[config.mk]
export PLATFORM = sky130hd
export DESIGN_NAME = hdlc_tx_framer
export DESIGN_NICKNAME = d
export VERILOG_FILES = /design/src/rtl/hdlc_tx_framer.sv
export SDC_FILE = /design/constraint.sdc
export NUM_CORES = 1
export LEC_CHECK = 0
export ABC_AREA = 1
export BUFFER_PORTS_ARGS = -buffer_cell sky130_fd_sc_hd__buf_2
export CORE_MARGIN = 4
export CORE_UTILIZATION = 54
export DETAILED_ROUTE_END_ITERATION = 7
export PLACE_DENSITY = 0.81
export SYNTH_ARGS = -nofsm -noshare
export SYNTH_HDL_FRONTEND = slang
export SYNTH_SLANG_ARGS = --single-unit
[constraint.sdc]
create_clock -name clk -period 1.7 [get_ports clk]
set_input_delay 0.51 -clock clk [delete_from_list [all_inputs] [get_ports clk]]
set_output_delay 0.51 -clock clk [all_outputs]
set_load 0.01 [all_outputs]
[src/rtl/hdlc_tx_framer.sv]
module hdlc_tx_framer #(
  parameter int BASE_LEN = 8
) (
  input  logic       clk,
  input  logic       rst_n,
  input  logic       bit_en,
  input  logic       frame_req,
  input  logic       body_bit,
  input  logic       body_last,
  output logic       body_take,
  input  logic [2:0] cfg_pre_pat,
  input  logic [1:0] cfg_pre_len,
  input  logic       cfg_share_zero,
  input  logic       cfg_auto_cts,
  input  logic       cfg_auto_rts,
  input  logic       cts_in,
  output logic       rts_out,
  output logic       txd,
  output logic       done_pulse,
  output logic       abort_pulse
);
  localparam int CW = $clog2(BASE_LEN * 8);
  localparam logic [7:0] FLAG = 8'h7E;
  localparam logic [CW-1:0] FLAG_END = CW'(7);
  localparam logic [CW-1:0] SHARE_END = CW'(6);

  typedef enum logic [2:0] {S_IDLE, S_PRE, S_OPEN, S_BODY, S_CLOSE} st_t;

  st_t state, eff_st;
  logic [CW-1:0] cnt, eff_cnt, pre_last;
  logic pre_bit, out_bit;

  wire has_pre   = (cfg_pre_pat >= 3'd1) && (cfg_pre_pat <= 3'd5);
  wire busy      = (state != S_IDLE);
  wire abort_now = busy && cfg_auto_cts && !cts_in;
  wire go        = frame_req && (!cfg_auto_cts || cts_in);
  wire launch    = (state == S_IDLE) && (cnt == '0) && go;

  assign pre_last  = CW'((BASE_LEN << cfg_pre_len) - 1);
  assign body_take = bit_en && (eff_st == S_BODY) && !abort_now;
  assign rts_out   = cfg_auto_rts && (busy || frame_req);

  always_comb begin
    eff_st  = state;
    eff_cnt = cnt;
    if (launch) begin
      eff_st  = has_pre ? S_PRE : S_OPEN;
      eff_cnt = '0;
    end
  end

  always_comb begin
    case (cfg_pre_pat)
      3'd1:    pre_bit = 1'b0;
      3'd2:    pre_bit = 1'b1;
      3'd3:    pre_bit = FLAG[eff_cnt[2:0]];
      3'd4:    pre_bit = ~eff_cnt[0];
      3'd5:    pre_bit = eff_cnt[0];
      default: pre_bit = 1'b1;
    endcase
  end

  always_comb begin
    case (eff_st)
      S_PRE:   out_bit = pre_bit;
      S_BODY:  out_bit = body_bit;
      default: out_bit = FLAG[eff_cnt[2:0]];
    endcase
  end

  always_ff @(posedge clk) begin
    if (!rst_n) begin
      state       <= S_IDLE;
      cnt         <= '0;
      txd         <= 1'b1;
      done_pulse  <= 1'b0;
      abort_pulse <= 1'b0;
    end else begin
      done_pulse  <= 1'b0;
      abort_pulse <= 1'b0;
      if (abort_now) begin
        state       <= S_IDLE;
        cnt         <= '0;
        abort_pulse <= 1'b1;
      end else if (bit_en) begin
        txd   <= out_bit;
        state <= eff_st;
        cnt   <= eff_cnt + 1'b1;
        case (eff_st)
          S_IDLE:
            if (eff_cnt == FLAG_END || (cfg_share_zero && eff_cnt == SHARE_END))
              cnt <= '0;
          S_PRE:
            if (eff_cnt == pre_last) begin
              state <= S_OPEN;
              cnt   <= '0;
            end
          S_OPEN:
            if (eff_cnt == FLAG_END) begin
              state <= S_BODY;
              cnt   <= '0;
            end
          S_BODY: begin
            cnt <= '0;
            if (body_last) state <= S_CLOSE;
          end
          S_CLOSE:
            if (eff_cnt == FLAG_END) begin
              state      <= S_IDLE;
              cnt        <= '0;
              done_pulse <= 1'b1;
            end
          default: begin
            state <= S_IDLE;
            cnt   <= '0;
          end
        endcase
      end
    end
  end
endmodule

# [After elaboration in Yosys (flattened, before gate mapping)]
# Memory sizes are Yosys's and may differ from the RTL's.
# Index checks and enable logic that the tools add are counted.
# Widths: inputs -> output; s select.
[classes] n_addsub=2 magnitude_cmp=3 n_eq_ne=11 n_shift=1 n_mux=17 bitwise_logic=5 n_reduce_logical=24
[op_table] operator="$mux 6" n=4
[op_table] operator="$pmux 6 s3" n=1
[op_table] operator="$mux 3" n=5
[op_table] operator="$pmux 3 s5" n=1
[op_table] operator="$eq 6x3->1 const B" n=2
[op_table] operator="$logic_and 1x1->1" n=10
[op_table] operator="$eq 3x2->1 const B" n=3
[op_table] operator="$eq 3x3->1 const B" n=3
[op_table] operator="$add 6x1->6 const B" n=1
[op_table] operator="$eq 3x1->1 const B" n=2
[op_table] operator="$eq 6x6->1" n=1
[op_table] operator="$logic_not 3->1" n=2
[op_table] operator="$logic_not 6->1" n=1
[op_table] operator="$shl 4x2->6 const A" n=1
[op_table] operator="$sub 6x2->6 const B" n=1
[op_table] operator="$not 1->1" n=5
[op_table] operator="$lt 3x4->1 const B" n=1
[op_table] operator="$pmux 1 s4" n=1
[op_table] operator="$reduce_or 2->1" n=2
[op_table] operator="$reduce_or 4->1" n=1
[op_table] operator="$ge 3x1->1 const B" n=1
[op_table] operator="$le 3x3->1 const B" n=1
[op_table] operator="$logic_not 1->1" n=3
[op_table] operator="$logic_or 1x1->1" n=3
[op_table] operator="other kinds (5)" n=7
[word_totals] register_bits=12 romBits=8 output_inout_bits=5 elab_cells=69 mem_count=1
[mem_list] name="(no name shown)" words=8 word_bits=1 read_ports=1 rd_ports_with_merged_regs=0 wr=0 line_no="67" text="default: out_bit = FLAG[eff_cnt[2:0]];"

# [Logic depth before layout (Yosys ltp)]
[depth] word_depth=10 mapped_depth=13 ltp_nobuf=13

# [Worst setup path before layout]
# Ideal clock, no wire load.
[synth_timing] path_type="input-to-output" start="input port cts_in" end="output port body_take" arrival_time_ns=1.202 required_time_ns=1.190 path_slack_ns=-0.012 stages=8 path_cell_list="inv_1 nand2_1 nand2_2 nor2_4 nand2_2 nand2_4 nand4_1 nor2_1"
[synth_between] elab_chain_len=7 word_cells_on_any_way=10 classes_between="eq/ne: 1; mux: 1; reduce/logical: 8"
[synth_lines] element="start: declaration" line_no="16" text="input logic cts_in,"
[synth_lines] element="$logic_or 1x1->1" line_no="36" text="wire go = frame_req && (!cfg_auto_cts || cts_in);"
[synth_lines] element="$logic_and 1x1->1" line_no="36"
[synth_lines] element="$logic_and 1x1->1" line_no="37" text="wire launch = (state == S_IDLE) && (cnt == '0) && go;"
[synth_lines] element="$mux 3" line_no="46" text="if (launch) begin"
[synth_lines] element="$eq 3x2->1" line_no="40" text="assign body_take = bit_en && (eff_st == S_BODY) && !abort_now;"
[synth_lines] element="$logic_and 1x1->1" line_no="40"
[synth_lines] element="$logic_and 1x1->1 (*)" line_no="40"
[synth_lines] element="end: declaration" line_no="10" text="output logic body_take,"
# Every way passes the cells marked *; elsewhere a longest branch is shown, timed or not.

# [Worst setup path after layout]
[layout_timing] start="register state[1]" end="output port body_take"
[layout_between] elab_chain_len=7 word_cells_on_any_way=11 classes_between="eq/ne: 1; mux: 1; reduce/logical: 9"
[layout_lines] element="start: declaration" line_no="29" text="st_t state, eff_st;"
[layout_lines] element="start signal: assignment" line_no="87" text="state <= eff_st;"
[layout_lines] element="$logic_not 3->1" line_no="37"
[layout_lines] element="$logic_and 1x1->1 (2 in a row)" line_no="37"
[layout_lines] element="$mux 3" line_no="46"
[layout_lines] element="$eq 3x2->1" line_no="40"
[layout_lines] element="$logic_and 1x1->1" line_no="40"
[layout_lines] element="$logic_and 1x1->1 (*)" line_no="40"
# Marks and branches as above.

==> flow_metrics.tcl <==
set metrics [dict create \
    cap_viol_max_count 0 \
    route.final.wire_length_mm 2.94 \
    fin_util 0.799 \
    layout_setup_ws_ns -0.252 \
    grt_setup_unrepaired "yes" \
    clkTransAtPathRegs_ns 0.08 \
    min_period_ns 1.95 \
    leakagePower_uw 0.000697 \
    fmax_mhz 512 \
    ant_nets 0 \
    first_iter_violations 72 \
    final_common_cell "nand2_1" \
    synth_top_area_share 0.237 \
    dieWidth_um 51.3 \
    htreeDepth 1 \
    grt_usage 0.240 \
    pre_cts_slack_ns -0.183 \
    outcome "complete, but fails checks" \
    die_h_um 51.3 \
    dieArea_um2 2630 \
    numCtsBuffers 3 \
    ios 20 \
    tightest_slew_ns 0.258 \
    worstPathRequired_ns 1.19 \
    critPathKind "flip-flop to primary output" \
    crit_arrival_ns 1.44 \
    yosys-top-cells-area "dfxtp_1 24%, nand2_1 15%, inv_1 8.1%, nor2_1 7.8%, a21oi_1 5.4%" \
    wire_per_inst_um 12.6 \
    critPathMaxStageDelay_ns 0.34 \
    maxSlewViolCount 0 \
    power_density_nw_per_um2 582 \
    grt_overflow 0 \
    viasPerCell 5.21 \
    rows 15 \
    critPathLaunchType "flip-flop" \
    area_growth_pct 37.7 \
    drc 2 \
    wl_met2_mm 1.43 \
    cts_tree "done" \
    slowest_stage "dfxtp_2" \
    ys_types 24 \
    wl_met1_mm 1.22 \
    fin_nets 228 \
    path_delay_family "simple AND/OR/NAND/NOR gates" \
    finalWeightedCongestion 0.875 \
    setup_violations 2 \
    hpwl_mm 2.23 \
    antenna_found_initial 0 \
    cp_num_buf_inv 1 \
    seq_area_frac_synth 0.237 \
    ys_ff_latch 12 \
    grt_pass1_wl_mm 4.83 \
    post-route-period-util 1.15 \
    cp_cell_sequence "nor2_4, nand2_2, nor2_4, nand2_2, nand2_4, nand4_1, nor2_2, buf_2" \
    synth_nets 184 \
    grt_max_degree 11 \
    relSlewSlack 0.823 \
    dr_wl_met3_um 256 \
    firstDrtPassIters 7 \
    initial_core_util 0.581 \
    vias 1213 \
    yosys.area.top_type "dfxtp_1" \
    postCtsHoldBufs 0 \
    cts_buffer_depth 2 \
    syn_area_um2 1010 \
    core_um2 1750 \
    avgSynthCellArea_um2 6.14 \
    grt_pass1_vias 1144 \
    drive_gt1_frac 0.399 \
    cts_root_buf "clkbuf_4" \
    port_buffers 19 \
    layout_common_cells "39 x nand2_1, 23 x buf_4, 20 x inv_1" \
    finalHoldViolations 0 \
    n_antenna_cell 0 \
    violations "design-rule violations, negative setup slack" \
    highest_layer "met4" \
    worstSetupEndpointType "primary output" \
    syn_inst 165 \
    skew_ns 0.00207 \
    clk_latency_ns 0.28 \
    ys_warn_count 0 \
    crit_fanout 2 \
    cts_sinks 12 \
    ir_drop_uv 423 \
    hp-class "input port to flip-flop" \
]
-- worst paths after layout --
kind	endpoint	startpoint	slack (ns)	cells after the start
setup / recovery	body_take	state[1]$_SDFFE_PP0P_	-0.25	8
hold / removal	abort_pulse$_SDFF_PN0_	rst_n	0.47	3
setup reg to reg	cnt[2]$_SDFFE_PP0P_	state[1]$_SDFFE_PP0P_	0	13
hold reg to reg	txd$_SDFFE_PN1P_	txd$_SDFFE_PN1P_	0.47	2
-- cell type report --
cell class                      count  area, um2
Sequential cell                    12        250
Timing Repair Buffer               43        279
Tap cell                           25       31.3
Inverter                           24       90.1
Clock buffer                        4       36.3
Fill cell                         124        350
Multi-Input combinational cell    125        708
-- sequential cells by signal, summed over array words and instances (netlist names) --
signal       cells
state            3
abort_pulse      1
done_pulse       1
txd              1
cnt              6
-- kinds of logic (layout without fill, tap and decap cells) --
group	count (synthesis)	count (layout)	share of synthesized area
adder cells (fa/ha/maj)	4	4	0.0494
XOR/XNOR	5	5	0.0432
buffers and inverters	28	71	0.111
AND/OR/NAND/NOR	97	97	0.459
AO/OA/AOI/OAI	18	18	0.0901
flip-flops	12	12	0.237
multiplexers	1	1	0.00988
-- repair_timing --
| action | in CTS | in global routing |
|---|---|---|
| gates cloned | 0 | 0 |
| setup endpoints to repair | 1 | 12 |
| buffers inserted | 2 | 0 |
| pin swaps | 1 | 3 |
| resized for setup | 4 | 18 |
-- through the flow --
step / cells / instance area [um2] / total power [uW] / setup TNS, ns / hold slack [ns]
floorplan: 165 / 1020 / 474 / 0 / 0.471
global placement: 227 / 1280 / 553 / -0.351 / 0.444
detailed placement: 227 / 1280 / 562 / -1.03 / 0.454
CTS: 233 / 1340 / 800 / -0.246 / 0.464
global route: 233 / 1400 / 856 / -0.498 / 0.493
finish: 233 / 1400 / 812 / -0.253 / 0.465
-- layer usage --
metal | up-vias | GRT usage
li1 | 604 | -
met4 | 0 | 0.0699
met2 | 60 | 0.433
met1 | 543 | 0.290
met3 | 6 | 0.0379
met5 | - | 0
-- cell usage after synthesis --
library cell	n
dfxtp_1	12
nor2_4	3
nand2_4	1
nand3_1	9
nor2_2	3
nand2_2	7
o21ai_0	6
nor3b_1	1
nor2_1	21
clkbuf_1	3
buf_6	1
inv_2	2
nand2_1	41
xnor2_1	3
o22ai_1	1
nand4_1	5
mux2i_1	1
xor2_1	2
nor4_1	1
nand3_2	2
a21oi_1	11
ha_1	4
nor3_1	3
inv_1	22
-- tightest hold or removal path, stage by stage --
cell,delay [ns]
buf_2,0.09
inv_1,0.04
nor2_1,0.08
-- report_power, final --
group          leakage (uW)  total (uW)  switching (uW)  internal, uW
logic              0.000575         269             159           110
clock network     0.0000210         239             109           131
registers          0.000100         304            10.0           294
total              0.000697         812             278           535
(Power assumes the default switching activity.)
